===== config.mk =====
export PLATFORM = sky130hd
export DESIGN_NAME = divtimer
export DESIGN_NICKNAME = d
export VERILOG_FILES = /design/src/rtl/divtimer_pkg.sv /design/src/rtl/divtimer_decode.sv /design/src/rtl/divtimer_prescale.sv /design/src/rtl/divtimer_count.sv /design/src/rtl/divtimer.sv
export SDC_FILE = /design/constraint.sdc
export NUM_CORES = 1
export LEC_CHECK = 0
export BUFFER_PORTS_ARGS = -buffer_cell sky130_fd_sc_hd__buf_4
export CAP_MARGIN = 0
export CORE_ASPECT_RATIO = 0.6
export CORE_UTILIZATION = 30
export DETAILED_ROUTE_END_ITERATION = 8
export HOLD_SLACK_MARGIN = 0.05
export SYNTH_ARGS = -nofsm -noshare
export SYNTH_HDL_FRONTEND = slang
export SYNTH_SLANG_ARGS = --single-unit

===== constraint.sdc =====
create_clock -name clk -period 6.4 [get_ports clk]
set_input_delay 0.64 -clock clk [delete_from_list [all_inputs] [get_ports clk]]
set_output_delay 0.64 -clock clk [all_outputs]
set_load 0.005 [all_outputs]

===== src/rtl/divtimer_pkg.sv =====
`timescale 1ns/1ps
package divtimer_pkg;

   typedef enum logic [1:0] {
      SEL_START = 2'd0,
      SEL_CUR   = 2'd1,
      SEL_DIV   = 2'd2,
      SEL_ENTRY = 2'd3
   } reg_sel_e;

   localparam logic [3:0] DIV_KEEP_MASK = 4'hB;

   // wrapped divide code: code 7 gives shift 0, code 0 gives shift 1
   function automatic logic [2:0] code_to_shift(input logic [2:0] code);
      return code + 3'd1;
   endfunction

endpackage


===== src/rtl/divtimer_decode.sv =====
`timescale 1ns/1ps
module divtimer_decode #(
   parameter int SHIFT_W = 3,
   localparam int PRE_W  = (1 << SHIFT_W) - 1
) (
   input  logic [SHIFT_W-1:0] code,
   output logic [PRE_W-1:0]   tick_mask
);
   import divtimer_pkg::*;

   logic [SHIFT_W-1:0] shift;

   assign shift = code_to_shift(code);

   // one mask bit per prescaler stage that must be all-ones for a tick
   for (genvar i = 0; i < PRE_W; i++) begin : g_mask
      assign tick_mask[i] = (shift > SHIFT_W'(i));
   end

endmodule


===== src/rtl/divtimer_prescale.sv =====
`timescale 1ns/1ps
module divtimer_prescale #(
   parameter int PRE_W = 7
) (
   input  logic             clk,
   input  logic             rst_n,
   input  logic             restart,
   input  logic [PRE_W-1:0] tick_mask,
   output logic             tick
);
   logic [PRE_W-1:0] phase_q;

   always_ff @(posedge clk) begin
      if (!rst_n || restart) begin
         phase_q <= '0;
      end else begin
         phase_q <= phase_q + 1'b1;
      end
   end

   assign tick = &(phase_q | ~tick_mask);

endmodule


===== src/rtl/divtimer_count.sv =====
`timescale 1ns/1ps
module divtimer_count #(
   parameter int CNT_W = 32
) (
   input  logic             clk,
   input  logic             rst_n,
   input  logic             load,
   input  logic [CNT_W-1:0] load_val,
   input  logic             tick,
   input  logic             periodic,
   output logic [CNT_W-1:0] count,
   output logic [CNT_W-1:0] reload,
   output logic             expire
);
   logic [CNT_W-1:0] count_q;
   logic [CNT_W-1:0] reload_q;
   logic             active_q;
   logic             at_zero;
   logic             at_one;

   assign at_zero = (count_q == '0);
   assign at_one  = (count_q == CNT_W'(1));

   always_ff @(posedge clk) begin
      if (!rst_n) begin
         count_q  <= '0;
         reload_q <= '0;
         active_q <= 1'b0;
      end else if (load) begin
         count_q  <= load_val;
         reload_q <= load_val;
         active_q <= (load_val != '0);
      end else if (tick && active_q) begin
         if (!at_zero) begin
            count_q <= count_q - 1'b1;
            if (at_one && !periodic) begin
               active_q <= 1'b0;
            end
         end else if (periodic) begin
            count_q <= reload_q;
         end else begin
            active_q <= 1'b0;
         end
      end
   end

   assign expire = tick && active_q && at_one && !load;
   assign count  = count_q;
   assign reload = reload_q;

endmodule


===== src/rtl/divtimer.sv =====
`timescale 1ns/1ps
module divtimer #(
   parameter int CNT_W        = 32,
   parameter int VEC_W        = 8,
   parameter int SHIFT_W      = 3,
   parameter int MASK_BIT     = 16,
   parameter int PERIODIC_BIT = 17
) (
   input  logic             clk,
   input  logic             rst_n,
   input  logic             wr_en,
   input  logic [1:0]       wr_sel,
   input  logic [CNT_W-1:0] wr_data,
   input  logic [1:0]       rd_sel,
   output logic [CNT_W-1:0] rd_data,
   output logic             irq_valid,
   output logic [VEC_W-1:0] irq_vector
);
   import divtimer_pkg::*;

   localparam int PRE_W = (1 << SHIFT_W) - 1;

   if (SHIFT_W != 3) begin : g_bad_shift
      $error("divtimer: divide code is three bits wide");
   end
   if (VEC_W > MASK_BIT || MASK_BIT >= PERIODIC_BIT || PERIODIC_BIT >= CNT_W) begin : g_bad_fields
      $error("divtimer: vector entry fields overlap or exceed the data width");
   end
   if (CNT_W < 4) begin : g_bad_width
      $error("divtimer: data width too small for the divide register");
   end

   logic [3:0]       div_cfg_q;
   logic [VEC_W-1:0] ent_vec_q;
   logic             ent_mask_q;
   logic             ent_per_q;
   logic [PRE_W-1:0] tick_mask;
   logic             tick;
   logic             cnt_load;
   logic [CNT_W-1:0] cnt_value;
   logic [CNT_W-1:0] cnt_reload;
   logic             cnt_expire;
   logic             irq_q;
   logic [VEC_W-1:0] irq_vec_q;
   logic             wr_div;
   logic             wr_ent;

   assign cnt_load = wr_en && (reg_sel_e'(wr_sel) == SEL_START);
   assign wr_div   = wr_en && (reg_sel_e'(wr_sel) == SEL_DIV);
   assign wr_ent   = wr_en && (reg_sel_e'(wr_sel) == SEL_ENTRY);

   always_ff @(posedge clk) begin
      if (!rst_n) begin
         div_cfg_q  <= '0;
         ent_vec_q  <= '0;
         ent_mask_q <= 1'b0;
         ent_per_q  <= 1'b0;
      end else begin
         if (wr_div) begin
            div_cfg_q <= wr_data[3:0] & DIV_KEEP_MASK;
         end
         if (wr_ent) begin
            ent_vec_q  <= wr_data[VEC_W-1:0];
            ent_mask_q <= wr_data[MASK_BIT];
            ent_per_q  <= wr_data[PERIODIC_BIT];
         end
      end
   end

   divtimer_decode #(.SHIFT_W(SHIFT_W)) u_decode (
      .code      ({div_cfg_q[3], div_cfg_q[1:0]}),
      .tick_mask (tick_mask)
   );

   divtimer_prescale #(.PRE_W(PRE_W)) u_prescale (
      .clk       (clk),
      .rst_n     (rst_n),
      .restart   (cnt_load),
      .tick_mask (tick_mask),
      .tick      (tick)
   );

   divtimer_count #(.CNT_W(CNT_W)) u_count (
      .clk      (clk),
      .rst_n    (rst_n),
      .load     (cnt_load),
      .load_val (wr_data),
      .tick     (tick),
      .periodic (ent_per_q),
      .count    (cnt_value),
      .reload   (cnt_reload),
      .expire   (cnt_expire)
   );

   always_ff @(posedge clk) begin
      if (!rst_n) begin
         irq_q     <= 1'b0;
         irq_vec_q <= '0;
      end else begin
         irq_q <= cnt_expire && !ent_mask_q;
         if (cnt_expire && !ent_mask_q) begin
            irq_vec_q <= ent_vec_q;
         end
      end
   end

   always_comb begin
      rd_data = '0;
      unique case (reg_sel_e'(rd_sel))
         SEL_START: rd_data = cnt_reload;
         SEL_CUR:   rd_data = cnt_value;
         SEL_DIV:   rd_data[3:0] = div_cfg_q;
         SEL_ENTRY: begin
            rd_data[VEC_W-1:0]   = ent_vec_q;
            rd_data[MASK_BIT]     = ent_mask_q;
            rd_data[PERIODIC_BIT] = ent_per_q;
         end
         default: rd_data = '0;
      endcase
   end

   assign irq_valid  = irq_q;
   assign irq_vector = irq_vec_q;

endmodule


Word level (Yosys, flattened, before mapping). Index checks and enable logic that the tools add are counted. W data, S select, Z words.

$add $sub $neg: 3. $lt $le $gt $ge: 7. Eq/ne operators: 8. Mux-type cells: 14. Bitwise logic cells: 2. Reduce and logical (&&, ||, !) cells: 22.

Operators with widths (count): $mux W32 (4); $eq A32 B1 Y1 const B (1); $logic_not A32 Y1 (1); $reduce_bool A32 Y1 (1); $sub A32 B1 Y32 const B (1); $pmux W14 S2 (1); $pmux W4 S4 (1); $pmux W8 S2 (1); $pmux W4 S3 (1); $gt A3 B3 Y1 const B (3); $eq A2 B2 Y1 const B (4); $logic_and A1 B1 Y1 (8); $add A7 B1 Y7 const B (1); $not A7 Y7 (1); $or A7 B7 Y7 (1); $reduce_and A7 Y1 (1); $gt A3 B1 Y1 const B (2); $gt A3 B2 Y1 const B (2); $ne A3 B2 Y1 const B (2); $pmux W2 S3 (1); $mux W1 (5); $logic_not A1 Y1 (4); $logic_not A2 Y1 (2); $add A3 B1 Y3 const B (1); other kinds (6) (6).

Register bits after elaboration: 94. Bits of input ports: 39. Output and inout port bits: 41. Logic and storage cells: 66.

Longest topological paths before layout. Gate-level depths: netlist (run 1).

Word-level depth: 9. Mapped depth: 10. Depth with buffers taken out: 8.

Modules after synthesis. A second synthesis (run 1) with hierarchy kept.

Cells, all modules: 670. Area total of the unflattened synthesis: 5481.5 um^2.

By module, submodules not included: divtimer_count (times used 1, cells an instance 441, area each 3643.5 um^2, seq. area each 1301.2 um^2); divtimer (times used 1, cells an instance 172, area each 1382.6 um^2, seq. area each 440.4 um^2); divtimer_prescale (times used 1, cells an instance 39, area each 316.6 um^2, seq. area each 140.1 um^2); divtimer_decode (times used 1, cells an instance 18, area each 138.9 um^2, seq. area each 0.0 um^2).

Worst setup path before layout (run 1). Ideal clock, no wire load.

Kind: register to register. Start: reg u_count.count_q[7] (netlist: u_count.count[7]). End: reg u_count.count_q[19] (netlist: u_count.count[19]). Setup time: 0.122 ns. Data arrival time: 2.494 ns. Data required time: 6.278 ns. Slack: 3.784 ns. Stages on the path, launching flop included: 11. Path buffers: 4. Period minus slack after synthesis: 2.616 ns. Cell sequence: dfxtp_1 -> buf_6 -> or4_1 -> buf_2 -> or4_4 -> nor4b_4 -> or2_1 -> buf_6 -> buf_12 -> a21oi_1 -> o32a_1.

Word-level cells in the longest chain between the ends: 4. Elaborated cells between the ends (all ways): 7. Those cells by class: 1 x add/sub; 1 x eq/ne; 3 x mux; 2 x reduce/logical.

Ends and longest elaborated chain: start, declared (RTL line divtimer_count.sv:15) `logic [CNT_W-1:0] count_q;`; start signal, assigned (RTL line divtimer_count.sv:30) `count_q <= load_val;`; start signal, assigned (RTL line divtimer_count.sv:35) `count_q <= count_q - 1'b1;`; start signal, assigned (RTL line divtimer_count.sv:40) `count_q <= reload_q;`; $sub A32 B1 Y32 / $logic_not A32 Y1 (equally long branches) (RTL line divtimer_count.sv:35, divtimer_count.sv:21); $mux W32 (RTL line divtimer_count.sv:34) `if (!at_zero) begin`; $mux W32 (RTL line divtimer_count.sv:33) `end else if (tick && active_q) begin`; $mux W32 (RTL line divtimer_count.sv:29) `end else if (load) begin`.

Parallel ways exist; a longest one is shown, timed or not. The select of a mux whose other input is x is not followed. A chain may end at the register's enable or synchronous reset.

Worst setup path after layout (run 1).
Start: reg u_count.count_q[16] (netlist: u_count.count[16]). End: reg u_count.count_q[19] (netlist: u_count.count[19]).

The elaborated chain is that of the path after synthesis.

==> summary.md, run 1 <==
| Metric | Value |
|---|---|
| Hold_buf cts | `0` |
| Final Max Slew Viols | `0` |
| Crit path DAT | `3.67 ns` |
| Leak Pwr | `0.002447 uW` |
| Synthesized flop and latch total | `94` |
| FF-to-FF path depth | `6` |
| Net count, final | `774` |
| Internal power | `1050 uW` |
| Synthesized area per cell | `7.885 sq um` |
| Clk pwr share | `36.0%` |
| Longest Clk Path Bufs | `2` |
| Hold depth | `2` |
| DP HPWL | `11.96 mm` |
| Setup Skew | `0.01090 ns` |
| Grt ovf | `0` |
| EDFF count, synth | `0` |
| Fin util | `36.80%` |
| Final ANT Viol Nets | `0` |
| Initial DRT Pass Iterations | `5` |
| Slew headroom | `27.63%` |
| CTS root buffer | `clkbuf_16` |
| Worst slew pin tran | `1.077 ns` |
| Initial antenna violation count | `0` |
| H-tree lvl count | `3` |
| CTS Sinks | `94` |
| Post-synth cell types | `63` |
| Crit path time final | `3.429 ns` |
| Die Wd | `174.8 microns` |
| First-pass GRT wire length | `27.60 mm` |
| Drt first-iter violations | `475` |
| CP max FO | `35` |
| Final setup fails | `0` |
| Placed Area | `6077 sq um` |
| Core area | `17310 sq um` |
| Cell Area, Synth | `5378 sq um` |
| Setup crit start kind | `register` |
| Pwr per Cell Area | `240.9 nW/um^2` |
| Worst hold-check path type | `reg -> reg` |
| Setup Fix Bufs, Post-CTS | `0` |
| Die area | `18480 sq um` |
| CP required | `6.64 ns` |
| NetSw | `484.6 uW` |
| Avg WL per Cell | `17.91 microns` |
| Status | `finished clean` |
| Area grow syn2layout | `18.50%` |
| Vias | `5268` |
| Total GRT Usage | `19.10%` |
| Worst-skew pair later-pin latency | `0.36 ns` |
| Crit end category | `register` |
| CTS tree | `yes` |
| Initial Util | `31.06%` |
| Num rows | `37` |
| Worst hold slack | `0.4732 ns` |
| Final wirelength | `17.27 mm` |
| Flop pwr share | `42.3%` |
| Final Hold Fails | `0` |
| Mean number of vias per cell | `5.465` |
| Synth Net Count | `730` |
| GPL Wtd Cong | `0.8659` |
| Layout cells sized above 1 | `16.58%` |
| Clk slew on worst S/H paths | `0.07 ns` |
| Comb power frac | `21.7%` |
| Ys flop type | `dfxtp_1` |
| Post-synthesis sequential area ratio | `34.99%` |
| # DRC | `0` |
| Setup CP Type | `reg -> reg` |
| Vias in the first global route | `4759` |
| RSZ-0062 raised after global routing | `no` |
| Post-route cell area | `6372 sq um` |
| Largest net degree at the start of global routing | `78` |
| Post-Syn Instances | `682` |
| F_max | `291.7 MHz` |
| # resized after CTS | `0` |
| ANT cells | `0` |
| Design Power | `1535 uW` |
| Max cap viols | `0` |
| Die Height | `105.7 microns` |
| Max IR drop VDD | `0.1199 mV` |
| Sw Share | `31.57%` |
| Period utilisation layout | `53.57%` |
| Boundary Pins | `80` |
| Async set-or-reset flop fraction in the synthesized netlist | `0%` |
| Port bufs | `79` |
| YS warnings | `0` |
| CTS Buf Count | `9` |
| Setup TNS | `0 ns` |
worst max-delay path: stages, from the launching register on:
cell	delay, ns
dfxtp_1	0.37
or3_1	0.45
nor3_1	0.88
nand3_2	0.91
o22ai_1	0.45
nor2_1	0.07
o32a_1	0.18
logic make-up (layout without fill, tap and decap cells):
kind of cell | Yosys count | in the layout | synth area share, %
and+or+nand+nor | 266 | 266 | 23.29
AOI/OAI and AO/OA | 179 | 179 | 20.68
DFF | 94 | 94 | 34.99
buffers and inverters | 63 | 111 | 5.374
muxes | 48 | 48 | 9.819
xor gates and xnor gates | 23 | 23 | 3.746
adders and majority gates | 9 | 9 | 2.094
state kept, by name, indices dropped and copies added (netlist names):
name	flops
ent_per_q	1
u_count.active_q	1
div_cfg_q	3
u_count.count	32
u_count.reload	32
u_prescale.phase_q	7
irq_vector	8
irq_valid	1
ent_vec_q	8
ent_mask_q	1
final cells by class:
type	instances	area [sq um]
Multi-Input combinational cell	525	3216
Fill cell	1852	10940
Timing Repair Buffer	87	653.1
Clock buffer	9	225.2
Inverter	9	33.78
Sequential cell	94	1882
Clock inverter	6	70.07
Tap cell	234	292.8
per-layer routing:
layer / vias up / wire (microns) / track usage (%)
met5: - / 0 / 0
met4: 0 / 133 / 3.540
met3: 14 / 1254 / 3.499
li1: 2551 / - / -
met1: 2482 / 9025 / 30.54
met2: 221 / 6854 / 25.74
placed cells by master (no fill, tap or decap), types with 7 or more instances in the layout:
cell type / synthesis / final
nand2_1: 104 / 103
dfxtp_1: 94 / 94
buf_4: 2 / 87
nor2_1: 71 / 71
a21oi_1: 68 / 68
mux2i_1: 37 / 37
o21ai_0: 34 / 34
nor4_1: 22 / 22
nand3_1: 18 / 17
a31oi_1: 16 / 16
xnor2_1: 14 / 14
nor3_1: 12 / 12
o211ai_1: 9 / 9
xor2_1: 9 / 9
ha_1: 9 / 9
clkbuf_16: 0 / 9
inv_1: 8 / 8
mux2_2: 8 / 8
nand4_1: 8 / 8
o21a_1: 8 / 8
a22o_1: 7 / 7
or3_1: 7 / 7
path summary, 6_finish.rpt:
| check | from | endpoint | slack [ns] |
|---|---|---|---|
| hold reg to reg | u_count.reload[20] | u_count.reload[20] | 0.47 |
| setup / recovery | u_count.count[16] | u_count.count[19] | 2.97 |
| hold / removal | u_count.reload[20] | u_count.reload[20] | 0.47 |
| setup reg to reg | u_count.count[16] | u_count.count[19] | 2.97 |
stage by stage:
stage	setup WS (ns)	cells
after global routing	2.600	964
after global placement	3.121	949
after CTS	3.037	964
after detailed placement	3.045	949
after floorplan	3.784	682
final	2.971	964
cells in the mapped netlist (4+ instances only):
| cell type | count | area [sq um] |
|---|---|---|
| a211o_1 | 6 | 52.55 |
| a21oi_1 | 68 | 340.3 |
| a22o_1 | 7 | 61.31 |
| a31oi_1 | 16 | 100.1 |
| buf_1 | 4 | 15.01 |
| buf_2 | 5 | 25.02 |
| clkbuf_1 | 39 | 146.4 |
| dfxtp_1 | 94 | 1882 |
| ha_1 | 9 | 112.6 |
| inv_1 | 8 | 30.03 |
| mux2_2 | 8 | 90.09 |
| mux2i_1 | 37 | 370.4 |
| nand2_1 | 104 | 390.4 |
| nand3_1 | 18 | 90.09 |
| nand4_1 | 8 | 50.05 |
| nor2_1 | 71 | 266.5 |
| nor3_1 | 12 | 60.06 |
| nor4_1 | 22 | 137.6 |
| o211ai_1 | 9 | 67.56 |
| o21a_1 | 8 | 60.06 |
| o21ai_0 | 34 | 170.2 |
| o31ai_1 | 4 | 30.03 |
| or3_1 | 7 | 43.79 |
| or4_1 | 6 | 45.04 |
| xnor2_1 | 14 | 122.6 |
| xor2_1 | 9 | 78.83 |
power groups by stage:
stage                     sequential, uW  combinational (uW)  clock (uW)
after CTS                            648                 330         563
after global routing                 654                 366         586
after detailed placement             661                 328           0
after floorplan                      645                 237           0
after global placement               661                 327           0
final                                649                 333         553
Power figures use the tool's default switching activity.
==> run 2, diff against run 1 <==
==> constraint.sdc (replaced) <==
create_clock -name clk -period 2.9 [get_ports clk]
set_input_delay 0.29 -clock clk [delete_from_list [all_inputs] [get_ports clk]]
set_output_delay 0.29 -clock clk [all_outputs]
set_load 0.005 [all_outputs]
==> summary.md, run 2 (synthesis gave the netlist of run 1 again) <==
| Metric | Value |
|---|---|
| Status | `finished clean` |
| Avg WL per Cell | `17.91 microns` |
| Final setup fails | `0` |
| Leak Pwr | `0.002645 uW` |
| # DRC | `0` |
| CP startpoint | `u_count.count[8]` |
| Commonest non-fill, non-tap cell in the layout | `buf_4` |
| Core area | `17310 sq um` |
| RR Startpoint | `u_count.count[8]` |
| Initial antenna violation count | `0` |
| Delay-heaviest family, CP | `simple AND/OR/NAND/NOR gates` |
| CTS tree | `yes` |
| Drt first-iter violations | `598` |
| CP max FO | `10` |
| Setup Skew | `0.009405 ns` |
| Vias in the first global route | `5059` |
| Cell Chain, Critical Path | `or4_1, or4_4, nor4b_4, or2_1, buf_4, a21oi_1, o32a_1` |
| Crit end category | `register` |
| Net count, final | `812` |
| DP HPWL | `12.90 mm` |
| Total GRT Usage | `19.78%` |
| Setup crit start kind | `register` |
| CTS Buf Count | `9` |
| Crit path time final | `2.692 ns` |
| Vias | `5451` |
| Slew headroom | `50.52%` |
| CTS Sinks | `94` |
| Largest net degree at the start of global routing | `38` |
| Max IR drop VDD | `0.2384 mV` |
| Worst slew pin tran | `0.7423 ns` |
| First-pass GRT wire length | `28.59 mm` |
| Final Hold Fails | `0` |
| Num rows | `37` |
| H-tree lvl count | `3` |
| CTS root buffer | `clkbuf_16` |
| GPL Wtd Cong | `0.9287` |
| Worst hold-check path type | `in -> reg` |
| Final ANT Viol Nets | `0` |
| Layout cells sized above 1 | `20.81%` |
| Mean number of vias per cell | `5.435` |
| Initial Util | `31.06%` |
| Final wirelength | `17.97 mm` |
| Pwr per Cell Area | `508.8 nW/um^2` |
| RSZ-0062 raised after global routing | `no` |
| Worst-skew pair later-pin latency | `0.35 ns` |
| CP peak stage delay | `0.57 ns` |
| Final Max Slew Viols | `0` |
| Sum of buffers and inverters on the critical path | `1` |
| Setup TNS | `0 ns` |
| Area grow syn2layout | `23.99%` |
| Crit path DAT | `2.93 ns` |
| Period utilisation layout | `92.84%` |
| ANT cells | `0` |
| Die Wd | `174.8 microns` |
| Clk slew on worst S/H paths | `0.07 ns` |
| CP required | `3.13 ns` |
| Initial DRT Pass Iterations | `5` |
| Slowest-stage cell, CP | `or4_4` |
| Setup CP Type | `reg -> reg` |
| Max cap viols | `0` |
| Longest Clk Path Bufs | `2` |
| F_max | `371.4 MHz` |
| Port bufs | `79` |
| Grt ovf | `0` |
| Boundary Pins | `80` |
| HP Start | `wr_data[30]` |
| Fin util | `38.51%` |
| Die Height | `105.7 microns` |
| Design Power | `3392 uW` |
| Die area | `18480 sq um` |
| Most frequent cells in the layout | `122 x buf_4, 103 x nand2_1, 93 x dfxtp_1, 70 x nor2_1, 68 x a21oi_1` |
## run 2: cell types whose count changed in the layout (fill, tap and decap cells not counted), sizes merged
cell      change
buf          +38
bufinv        -1
clkbuf        +2
clkinvlp      -1
inv           -1
clkinv        +2
## run 2: repair_timing
| item | 4_1_cts | 5_1_grt |
|---|---|---|
| buffers inserted | 0 | 3 |
| endpoints found under the setup margin | 0 | 32 |
| hold buffers | 0 | 0 |
| gates resized for setup | 0 | 4 |
## run 2: through the flow
stage	setup WS (ns)	instances	hold WS, ns	cell area (sq um)
finish	0.2075	1003	0.2030	6668
global route	0.01608	1003	0.2015	6668
CTS	0.08351	1000	0.1892	6624
detailed placement	0.1120	984	0.4625	6347
global placement	0.2531	984	0.4582	6347
floorplan	0.2844	682	0.4224	5378
## run 2: worst paths after layout
path / end / cells past startpoint / slack, ns
min: u_count.count[30] / 3 / 0.20
max: u_count.count[21] / 7 / 0.21
min reg2reg: u_count.reload[20] / 2 / 0.47
max reg2reg: u_count.count[21] / 7 / 0.21
## run 2: worst reg2reg max path: stages (launching register included)
cell and delay (ns):
dfxtp_1 0.37, or4_1 0.56, or4_4 0.57, nor4b_4 0.29, or2_1 0.21, buf_4 0.22, a21oi_1 0.06, o32a_1 0.29
## run 2: area by class of cell
class | count | area (sq um)
fill | 1798 | 10650
sequential | 94 | 1883
multi-input combinational | 525 | 3214
inverter | 9 | 33.78
clock inverter | 5 | 33.78
tap | 234 | 292.8
timing repair buffer | 125 | 967.2
clock buffer | 11 | 242.7
## run 2: per-layer routing
metal / part of all wire, % / global-route usage, %
met1: 51 / 30.95
met2: 40 / 26.59
met3: 8.0 / 4.257
met4: 1.0 / 4.596
met5: 0 / 0
## run 2: power breakdown
| group | internal (uW) | leakage (uW) | switching (uW) |
|---|---|---|---|
| sequential | 1350 | 0.000766 | 69.9 |
| clock | 606 | 0.000132 | 532 |
| combinational | 358 | 0.00175 | 476 |
| total | 2310 | 0.00265 | 1080 |
